===== src/rtl/sbt_pkg.sv =====
package sbt_pkg;

    localparam int SBT_ADDR_W = 32;
    localparam int SBT_INSN_W = 16;

    typedef logic [SBT_ADDR_W-1:0] addr_t;

    typedef struct packed {
        logic  valid;
        logic  taken;
        logic  undef;
        logic  swi;
        addr_t target;
    } sbt_result_t;

    typedef enum logic [1:0] {
        KIND_NONE   = 2'd0,
        KIND_COND   = 2'd1,
        KIND_UNCOND = 2'd2
    } sbt_kind_e;

endpackage


===== src/rtl/sbt_cond_eval.sv =====
module sbt_cond_eval (
    input  logic [3:0] cond,
    input  logic       flag_n,
    input  logic       flag_z,
    input  logic       flag_c,
    input  logic       flag_v,
    output logic       pass
);
    logic nv_eq;

    always_comb begin
        nv_eq = (flag_n == flag_v);
        unique case (cond)
            4'h0:    pass = flag_z;
            4'h1:    pass = !flag_z;
            4'h2:    pass = flag_c;
            4'h3:    pass = !flag_c;
            4'h4:    pass = flag_n;
            4'h5:    pass = !flag_n;
            4'h6:    pass = flag_v;
            4'h7:    pass = !flag_v;
            4'h8:    pass = flag_c && !flag_z;
            4'h9:    pass = !flag_c || flag_z;
            4'hA:    pass = nv_eq;
            4'hB:    pass = !nv_eq;
            4'hC:    pass = !flag_z && nv_eq;
            4'hD:    pass = flag_z || !nv_eq;
            default: pass = 1'b0;
        endcase
    end
endmodule


===== src/rtl/sbt_decode.sv =====
module sbt_decode
    import sbt_pkg::*;
#(
    parameter int COND_OFF_W   = 8,
    parameter int UNCOND_OFF_W = 11
) (
    input  logic [SBT_INSN_W-1:0] insn,
    output sbt_kind_e             kind,
    output logic [3:0]            cond,
    output addr_t                 offset
);
    localparam int COND_PAD   = SBT_ADDR_W - COND_OFF_W - 1;
    localparam int UNCOND_PAD = SBT_ADDR_W - UNCOND_OFF_W - 1;

    addr_t cond_ofs;
    addr_t uncond_ofs;

    assign cond_ofs   = {{COND_PAD{insn[COND_OFF_W-1]}}, insn[COND_OFF_W-1:0], 1'b0};
    assign uncond_ofs = {{UNCOND_PAD{insn[UNCOND_OFF_W-1]}}, insn[UNCOND_OFF_W-1:0], 1'b0};
    assign cond       = insn[11:8];

    always_comb begin
        if (insn[15:12] == 4'b1101) begin
            kind   = KIND_COND;
            offset = cond_ofs;
        end else if (insn[15:11] == 5'b11100) begin
            kind   = KIND_UNCOND;
            offset = uncond_ofs;
        end else begin
            kind   = KIND_NONE;
            offset = '0;
        end
    end
endmodule


===== src/rtl/sbt_target_add.sv =====
module sbt_target_add
    import sbt_pkg::*;
(
    input  addr_t pc,
    input  addr_t offset,
    output addr_t branch_dest,
    output addr_t seq_next
);
    localparam addr_t BASE_STEP = addr_t'(4);
    localparam addr_t SEQ_STEP  = addr_t'(2);

    addr_t base;

    assign base        = pc + BASE_STEP;
    assign branch_dest = base + offset;
    assign seq_next    = pc + SEQ_STEP;
endmodule


===== src/rtl/sbt_branch_unit.sv =====
module sbt_branch_unit
    import sbt_pkg::*;
#(
    parameter int COND_OFF_W   = 8,
    parameter int UNCOND_OFF_W = 11
) (
    input  logic        clk,
    input  logic        rst_n,
    input  logic        in_valid,
    input  logic [15:0] insn,
    input  logic [31:0] pc,
    input  logic        flag_n,
    input  logic        flag_z,
    input  logic        flag_c,
    input  logic        flag_v,
    output logic        out_valid,
    output logic        br_taken,
    output logic [31:0] br_target,
    output logic        undef,
    output logic        swi
);
    localparam logic [3:0] COND_UNDEF = 4'hE;
    localparam logic [3:0] COND_SWI   = 4'hF;

    sbt_kind_e   kind;
    logic [3:0]  cond;
    addr_t       offset;
    addr_t       branch_dest;
    addr_t       seq_next;
    logic        cond_pass;
    sbt_result_t res_d;
    sbt_result_t res_q;

    sbt_decode #(
        .COND_OFF_W   (COND_OFF_W),
        .UNCOND_OFF_W (UNCOND_OFF_W)
    ) u_decode (
        .insn   (insn),
        .kind   (kind),
        .cond   (cond),
        .offset (offset)
    );

    sbt_cond_eval u_cond (
        .cond   (cond),
        .flag_n (flag_n),
        .flag_z (flag_z),
        .flag_c (flag_c),
        .flag_v (flag_v),
        .pass   (cond_pass)
    );

    sbt_target_add u_add (
        .pc          (pc),
        .offset      (offset),
        .branch_dest (branch_dest),
        .seq_next    (seq_next)
    );

    always_comb begin
        res_d        = res_q;
        res_d.valid  = in_valid;
        if (in_valid) begin
            res_d.taken  = 1'b0;
            res_d.undef  = 1'b0;
            res_d.swi    = 1'b0;
            res_d.target = seq_next;
            unique case (kind)
                KIND_UNCOND: begin
                    res_d.taken  = 1'b1;
                    res_d.target = branch_dest;
                end
                KIND_COND: begin
                    if (cond == COND_UNDEF) begin
                        res_d.undef = 1'b1;
                    end else if (cond == COND_SWI) begin
                        res_d.swi = 1'b1;
                    end else if (cond_pass) begin
                        res_d.taken  = 1'b1;
                        res_d.target = branch_dest;
                    end
                end
                default: ;
            endcase
        end
    end

    always_ff @(posedge clk) begin
        if (!rst_n) begin
            res_q <= '0;
        end else begin
            res_q <= res_d;
        end
    end

    assign out_valid = res_q.valid;
    assign br_taken  = res_q.taken;
    assign br_target = res_q.target;
    assign undef     = res_q.undef;
    assign swi       = res_q.swi;

    assert_valid_follows_R1: assert property (@(posedge clk) disable iff (!rst_n)
        in_valid |=> out_valid);

    assert_idle_follows_R1: assert property (@(posedge clk) disable iff (!rst_n)
        !in_valid |=> !out_valid);

    assert_uncond_taken_R3: assert property (@(posedge clk) disable iff (!rst_n)
        (in_valid && insn[15:11] == 5'b11100) |=> br_taken);

    assert_undef_no_branch_R4: assert property (@(posedge clk) disable iff (!rst_n)
        (in_valid && insn[15:12] == 4'b1101 && insn[11:8] == 4'hE)
        |=> (undef && !br_taken && br_target == $past(pc) + 32'd2));

    assert_swi_no_branch_R5: assert property (@(posedge clk) disable iff (!rst_n)
        (in_valid && insn[15:12] == 4'b1101 && insn[11:8] == 4'hF)
        |=> (swi && !br_taken && br_target == $past(pc) + 32'd2));

    assert_not_taken_seq_R7: assert property (@(posedge clk) disable iff (!rst_n)
        in_valid |=> (br_taken || br_target == $past(pc) + 32'd2));

    assert_exclusive_R10: assert property (@(posedge clk) disable iff (!rst_n)
        $onehot0({br_taken, undef, swi}));

    assert_even_target_R11: assert property (@(posedge clk) disable iff (!rst_n)
        (in_valid && !pc[0]) |=> !br_target[0]);

endmodule


===== config.mk =====
export PLATFORM = sky130hd
export DESIGN_NAME = sbt_branch_unit
export DESIGN_NICKNAME = d
export VERILOG_FILES = /design/src/rtl/sbt_pkg.sv /design/src/rtl/sbt_cond_eval.sv /design/src/rtl/sbt_decode.sv /design/src/rtl/sbt_target_add.sv /design/src/rtl/sbt_branch_unit.sv
export SDC_FILE = /design/constraint.sdc
export NUM_CORES = 1
export LEC_CHECK = 0
export ABC_AREA = 0
export BUFFER_PORTS_ARGS = -buffer_cell sky130_fd_sc_hd__buf_2
export CORE_UTILIZATION = 30
export DETAILED_ROUTE_END_ITERATION = 10
export GPL_TIMING_DRIVEN = 0
export HOLD_SLACK_MARGIN = 0.12
export SYNTH_ARGS = -nofsm -noshare
export SYNTH_HDL_FRONTEND = slang
export SYNTH_SLANG_ARGS = --single-unit

===== constraint.sdc =====
create_clock -name clk -period 4.5 [get_ports clk]
set_clock_uncertainty 0.15 [all_clocks]
set_input_delay 0.9 -clock clk [delete_from_list [all_inputs] [get_ports clk]]
set_output_delay 0.9 -clock clk [all_outputs]
set_load 0.01 [all_outputs]

After elaboration in Yosys (flattened, before gate mapping)
Cells that the tools add are included.
{"block": "classes", "eq_ne": 20, "n_mux": 16, "n_addsub": 3, "n_reduce_logical": 10}
{"operator": "32-bit 2-to-1 mux", "n": 4}
{"operator": "32-bit case mux with 2 select lines", "n": 1}
{"operator": "4-bit equality test (second input constant)", "n": 9}
{"operator": "33-bit 2-to-1 mux", "n": 1}
{"operator": "32-bit by 2-bit adder with 32-bit output (second input constant)", "n": 1}
{"operator": "32-bit by 3-bit adder with 32-bit output (second input constant)", "n": 1}
{"operator": "32-bit adder", "n": 1}
{"operator": "4-bit by 3-bit equality test with 1-bit output (second input constant)", "n": 4}
{"operator": "1-bit case mux with 14 select lines", "n": 1}
{"operator": "4-bit by 2-bit equality test with 1-bit output (second input constant)", "n": 2}
{"operator": "2-bit 2-to-1 mux", "n": 3}
{"operator": "5-bit equality test (second input constant)", "n": 1}
{"operator": "1-bit zero test", "n": 5}
{"operator": "1-bit 2-to-1 mux", "n": 5}
{"operator": "4-bit by 1-bit equality test with 1-bit output (second input constant)", "n": 1}
{"operator": "4-bit zero test", "n": 1}
{"operator": "2-bit by 1-bit equality test with 1-bit output (second input constant)", "n": 1}
{"operator": "2-bit equality test (second input constant)", "n": 1}
{"operator": "1-bit logical AND", "n": 2}
{"operator": "1-bit logical OR", "n": 2}
{"operator": "1-bit case mux with 2 select lines", "n": 1}
{"operator": "1-bit equality test", "n": 1}
{"block": "word_totals", "ff_bits": 36, "word_cells": 54, "out_inout_bits": 36}

Logic depth before layout (Yosys ltp)
{"block": "logic_depth", "word_depth": 8, "depth_mapped": 16}

Modules after synthesis
From an unflattened synthesis, not the netlist that was laid out.
{"block": "unflattened", "hier_cells": 544, "hier_area_um2": 4591.9}
{"module": "sbt_target_add", "seq_area_each_um2": 0.0, "area_per_inst_um2": 2591.2, "n_inst": 1, "cells_per_inst": 337}
{"module": "sbt_branch_unit", "seq_area_each_um2": 720.7, "area_per_inst_um2": 1483.9, "n_inst": 1, "cells_per_inst": 133}
{"module": "sbt_decode", "seq_area_each_um2": 0.0, "area_per_inst_um2": 389.1, "n_inst": 1, "cells_per_inst": 58}
{"module": "sbt_cond_eval", "seq_area_each_um2": 0.0, "area_per_inst_um2": 127.6, "n_inst": 1, "cells_per_inst": 16}

Least setup slack after synthesis
Ideal clock, no wire load.
{"block": "synth_timing", "kind": "input -> register", "from": "input port insn[12]", "to": "register res_q (netlist bit br_target[30])", "n_path_buf": 1, "path_stages": 14, "setup_slack_ns": -0.410, "arrival_ns": 4.669, "path_cell_list": "nor3b_1 -> nand2_1 -> a21oi_1 -> ha_1 -> ha_1 -> clkbuf_1 -> a21o_1 -> a31o_2 -> a221oi_1 -> o21ai_0 -> a31oi_1 -> o21ai_0 -> xnor2_1 -> a311oi_1"}
{"block": "synth_between", "elab_chain_cells": 8, "elab_cells_between_ends": 13, "classes_between": "add/sub (1); eq/ne (4); mux (8)"}
{"element": "start, declared", "line_no": "sbt_branch_unit.sv:10", "text": "input logic [15:0] insn,"}
{"element": "5-bit equality test", "line_no": "sbt_decode.sv:26", "text": "end else if (insn[15:11] == 5'b11100) begin"}
{"element": "32-bit 2-to-1 mux", "line_no": "sbt_decode.sv:26"}
{"element": "32-bit 2-to-1 mux", "line_no": "sbt_decode.sv:23", "text": "if (insn[15:12] == 4'b1101) begin"}
{"element": "32-bit adder", "line_no": "sbt_target_add.sv:15", "text": "assign branch_dest = base + offset;"}
{"element": "32-bit 2-to-1 mux", "line_no": "sbt_branch_unit.sv:78", "text": "end else if (cond_pass) begin"}
{"element": "32-bit 2-to-1 mux", "line_no": "sbt_branch_unit.sv:76", "text": "end else if (cond == COND_SWI) begin"}
{"element": "33-bit 2-to-1 mux", "line_no": "sbt_branch_unit.sv:74", "text": "if (cond == COND_UNDEF) begin"}
{"element": "32-bit case mux with 2 select lines *", "line_no": "sbt_branch_unit.sv:68", "text": "unique case (kind)"}
{"element": "end signal, assigned", "line_no": "sbt_branch_unit.sv:92", "text": "res_q <= res_d;"}
{"element": "end, declared", "line_no": "sbt_branch_unit.sv:32", "text": "sbt_result_t res_q;"}
Every way passes the cells marked *; elsewhere a longest branch is shown, timed or not.
A chain may end at the register's enable or synchronous reset.

Final worst setup path
{"block": "layout_timing", "from": "input port insn[11]", "to": "register res_q (netlist bit br_target[30])"}
The elaborated chain is that of the path after synthesis.

==> impl.org <==
** Finish
- Layout Cell Area excl Fill :: roughly 5000 µm²
- Registers take 721 µm².
- Antenna diode instance count :: 0
- Count of nets after finishing :: 759
- Filler cell count in the final layout :: approximately 1,400
- In the final layout, the share of cells above drive strength 1 is 19.7%.
- Relative to the synthesized area, the layout overhead comes to 23.0%.
- Final cell count without fillers :: between 800 and 900
- Multi-input gate area :: between 3000 and 4000 µm²

** Global routing
- The global routing stage identified its most utilized layer as met2.
- Met1 Track Usage GR :: 24.9%
- Via count of the first global-routing pass :: 4,153
- Initial antenna violation count :: 0
- Global routing finished with a remaining overflow of 0.
- Global routing consumed, on the met3 layer, 2.28% of the routing resources.
- For this run, the total global-route usage over all layers was measured as 18.5%.
- Met2 usage in global routing :: between 30% and 40%
- Wire length of the first global-routing pass :: 21,100 µm
- Entering global routing, the biggest net connects 13 pins.

** STA
- Setup violations remaining at the end of the flow were counted as 0.
- Shortest clock period the worst path allows after layout :: 4.34 ns
- At the pin with the least slew margin, the transition time is 1.10 ns.
- Setup repair after global routing could not meet its margin everywhere.
- Derived from the worst setup path, the maximum achievable clock frequency is 231 MHz.
- Headroom to the max-slew limit came out at 26.2%.
- Crit share post-route :: 96.3%
- After routing, the total negative slack on setup checks comes to 0 ns.
- Pins over their slew limit :: 0
- The number of failing hold endpoints at the final stage is 0.

** Yosys
- sky130_fd_sc_hd__ha_1 takes more of the synthesized area than any other cell.
- Yosys instantiated no cell more often than sky130_fd_sc_hd__ha_1.
- By count the netlist is led by sky130_fd_sc_hd__ha_1, sky130_fd_sc_hd__nand2_1, sky130_fd_sc_hd__a21oi_1, sky130_fd_sc_hd__nor2_1, sky130_fd_sc_hd__dfxtp_1.
- Gate count after technology mapping :: 544
- For this run, asynchronously set or reset flops after synthesis account for 0%.
- Each instance of the synthesized netlist takes up on average between 7 and 8 µm².
- After synthesis, the netlist uses 60 different library cells.
- Net count of the mapped netlist :: 660
- Post-synth top flop :: sky130_fd_sc_hd__dfxtp_1
- Of the synthesized area, sequential elements account for 17.3%.
- Mapped Area :: 4170 µm²
- For this run, the number of Yosys warnings is 0.
- Synth top area cells :: sky130_fd_sc_hd__ha_1, sky130_fd_sc_hd__dfxtp_1, sky130_fd_sc_hd__a21oi_1
- After synthesis the netlist holds a flip-flop and latch count of 36.
- Summed over its instances, the top area cell type makes up 18.0% of the synthesized netlist area.
- Yosys mapped a number of flops with a built-in enable equal to 0.

** Clocking
- The clock passes through at most 2 buffers.
- The clock reaches the later pin of the worst-skew pair after 0.28 ns.
- Number of buffers inserted during clock tree synthesis :: 5
- Reg clk slew, reported paths :: 0.06 ns
- The root buffer cell chosen for the clock tree is sky130_fd_sc_hd__clkbuf_16.
- Counting every sink on the clock net gives 36.
- CTS built an H-tree with a depth of 2.
- TritonCTS built the clock tree.
- Count of hold-fix buffers inserted at cts :: 0

** Floorplanning
- Initial cell density of the core :: slightly above 30%
- The die covers 14,400 µm².
- The total area inside the core boundary comes to 13,400 µm².
- # rows :: 42
- Die span in x :: 120 µm
- The floorplan step set the die height to around 120 µm.
- 91 I/O pins were placed.

** Routing
- Total number of vias :: 4,482
- In the routed layout, each cell is associated on average with a via count of 5.47.
- After the first detailed-routing iteration, the DRC count stood at 257.
- Once detail routing completed, the nets flagged for antenna violations numbered 0.
- Detailed-route wire length per cell :: 16.5 µm
- The routed design has 13,500 µm of wire.
- The first detailed-routing pass took 5 iterations.
- DRC violations left :: 0

** Worst hold path
- The tightest min-delay check is of the flip-flop to flip-flop type.
- The startpoint identified for the worst hold timing path is br_target[29].

** Place
- Post-Place Cells :: 809
- Post-DP HPWL :: between 10,000 and 15,000 µm
- The congestion estimate from routability-driven global placement came to 0.906.
- Summing all placed instances gives a cell area of 4850 µm².
- Buffers placed on the I/O ports in this run total 89.

** Power
- Dividing total power by cell area gives a power density of 213 nW/µm².
- Leakage power summed over all cells :: approximately 0.0023 µW
- Summing internal, switching and leakage power gives 1090 µW.
- Worst supply voltage drop on vdd :: 0.000122 V

** Setup path
- Required time worst endpoint :: about 4.6 ns
- Worst setup path startpoint :: insn[11]
- Counting both buffers and inverters, the worst setup path holds a total of 3.
- Data arrives at the worst endpoint at 4.38 ns.
- CP peak stage delay :: roughly 0.34 ns
- STA classifies the critical path endpoint as a flip-flop.
- The setup path with the least slack is of type primary input to flip-flop.
- In this run the critical register-to-register path is launched from br_target[13].
- Critical path, cell by cell :: buf_2 > nor3b_4 > nand2_2 > a21oi_4 > buf_12 > ha_1 > ha_1 > clkbuf_1 > a21o_1 > a31o_2 > a221oi_1 > o21ai_0 > a31oi_1 > o21ai_0 > xnor2_1 > a311oi_1
- Of all nets on the critical path, the largest fanout is 10.
- Cell family with the largest share of critical-path delay :: compound AO/OA/AOI/OAI gates
- Startpoint types :: primary input
- Slowest-stage cell, CP :: sky130_fd_sc_hd__a221oi_1

** Outcome
- The flow ran to the end, and the final reports show no timing, DRC or antenna violations.

** Run
- Across the run, the number of max-cap violations was 0.
-- registers in the layout (all words and copies together) (netlist names) --
name and count:
br_taken 1, br_target 32, out_valid 1, swi 1, undef 1
-- placed cells by master (no fill, tap or decap), drive strengths merged, types with 3 or more instances in the layout --
master / instances
nand2: 57
nand2b: 7
a21oi: 51
o211ai: 6
nor2: 44
and4: 5
a21o: 14
mux2i: 9
xor2: 28
buf: 97
and3: 4
a211oi: 10
nand3: 27
o221ai: 8
clkbuf: 20
a31oi: 7
ha: 60
o21ai: 26
nand4: 11
o22ai: 3
xnor2: 27
nor3: 16
inv: 15
dfxtp: 36
nor2b: 4
o21a: 3
and2: 10
-- path summary, 6_finish.rpt --
kind	endpoint	cells after the start	slack (ns)
max	br_target[30]	16	0.16
min	br_target[29]	2	0.30
max reg2reg	br_target[13]	1	3.57
min reg2reg	br_target[29]	2	0.30
-- final cells by class --
cell class,count,area share (%)
inverters,15,1.10
repair buffers,91,9.22
flip-flops and latches,36,14.0
clock buffers,5,2.44
well taps,176,4.29
clock inverters,3,0.829
multi-input cells,473,66.2
plain buffers,21,1.88
-- kinds of logic after synthesis --
kind of cell / share of synthesized area, %
muxes: 2.70
buffers and inverters: 3.66
DFF: 17.3
AOI/OAI and AO/OA: 23.3
xor gates and xnor gates: 11.5
adders and majority gates: 18.5
and+or+nand+nor: 23.0
-- report_power, final --
part	total (µW)	switching (µW)	internal (µW)	leakage, µW
Combinational	322	194	128	0.00194
Clock	417	156	261	0.0000798
Sequential	352	11.7	340	0.000297
Total	1090	362	729	0.00232
-- metrics by stage --
stage	util, %	hold WS, ns	setup slack [ns]
3_3_place_gp	36.2	0.287	-0.657
2_1_floorplan	-	0.333	0.144
6_report	38.3	0.302	0.165
3_5_place_dp	36.2	0.293	-0.674
4_1_cts	37.7	0.307	0.000242
5_1_grt	38.3	0.349	-0.0706
-- layer usage --
metal  up-vias  share of wire (%)  wire length [µm]
li1       2204                  -                 -
met1      2106                 47              6380
met2       148                 45              6120
met3        24                4.8               648
met4         0                2.7               359
met5         -                  0                 0
-- what timing repair did --
| action | in CTS | in global routing |
|---|---|---|
| gates cloned | 1 | 0 |
| buffers inserted | 0 | 2 |
| pin swaps | 1 | 2 |
| resized for setup | 6 | 12 |
| endpoints found under the setup margin | 14 | 13 |
Power figures use the tool's default switching activity.
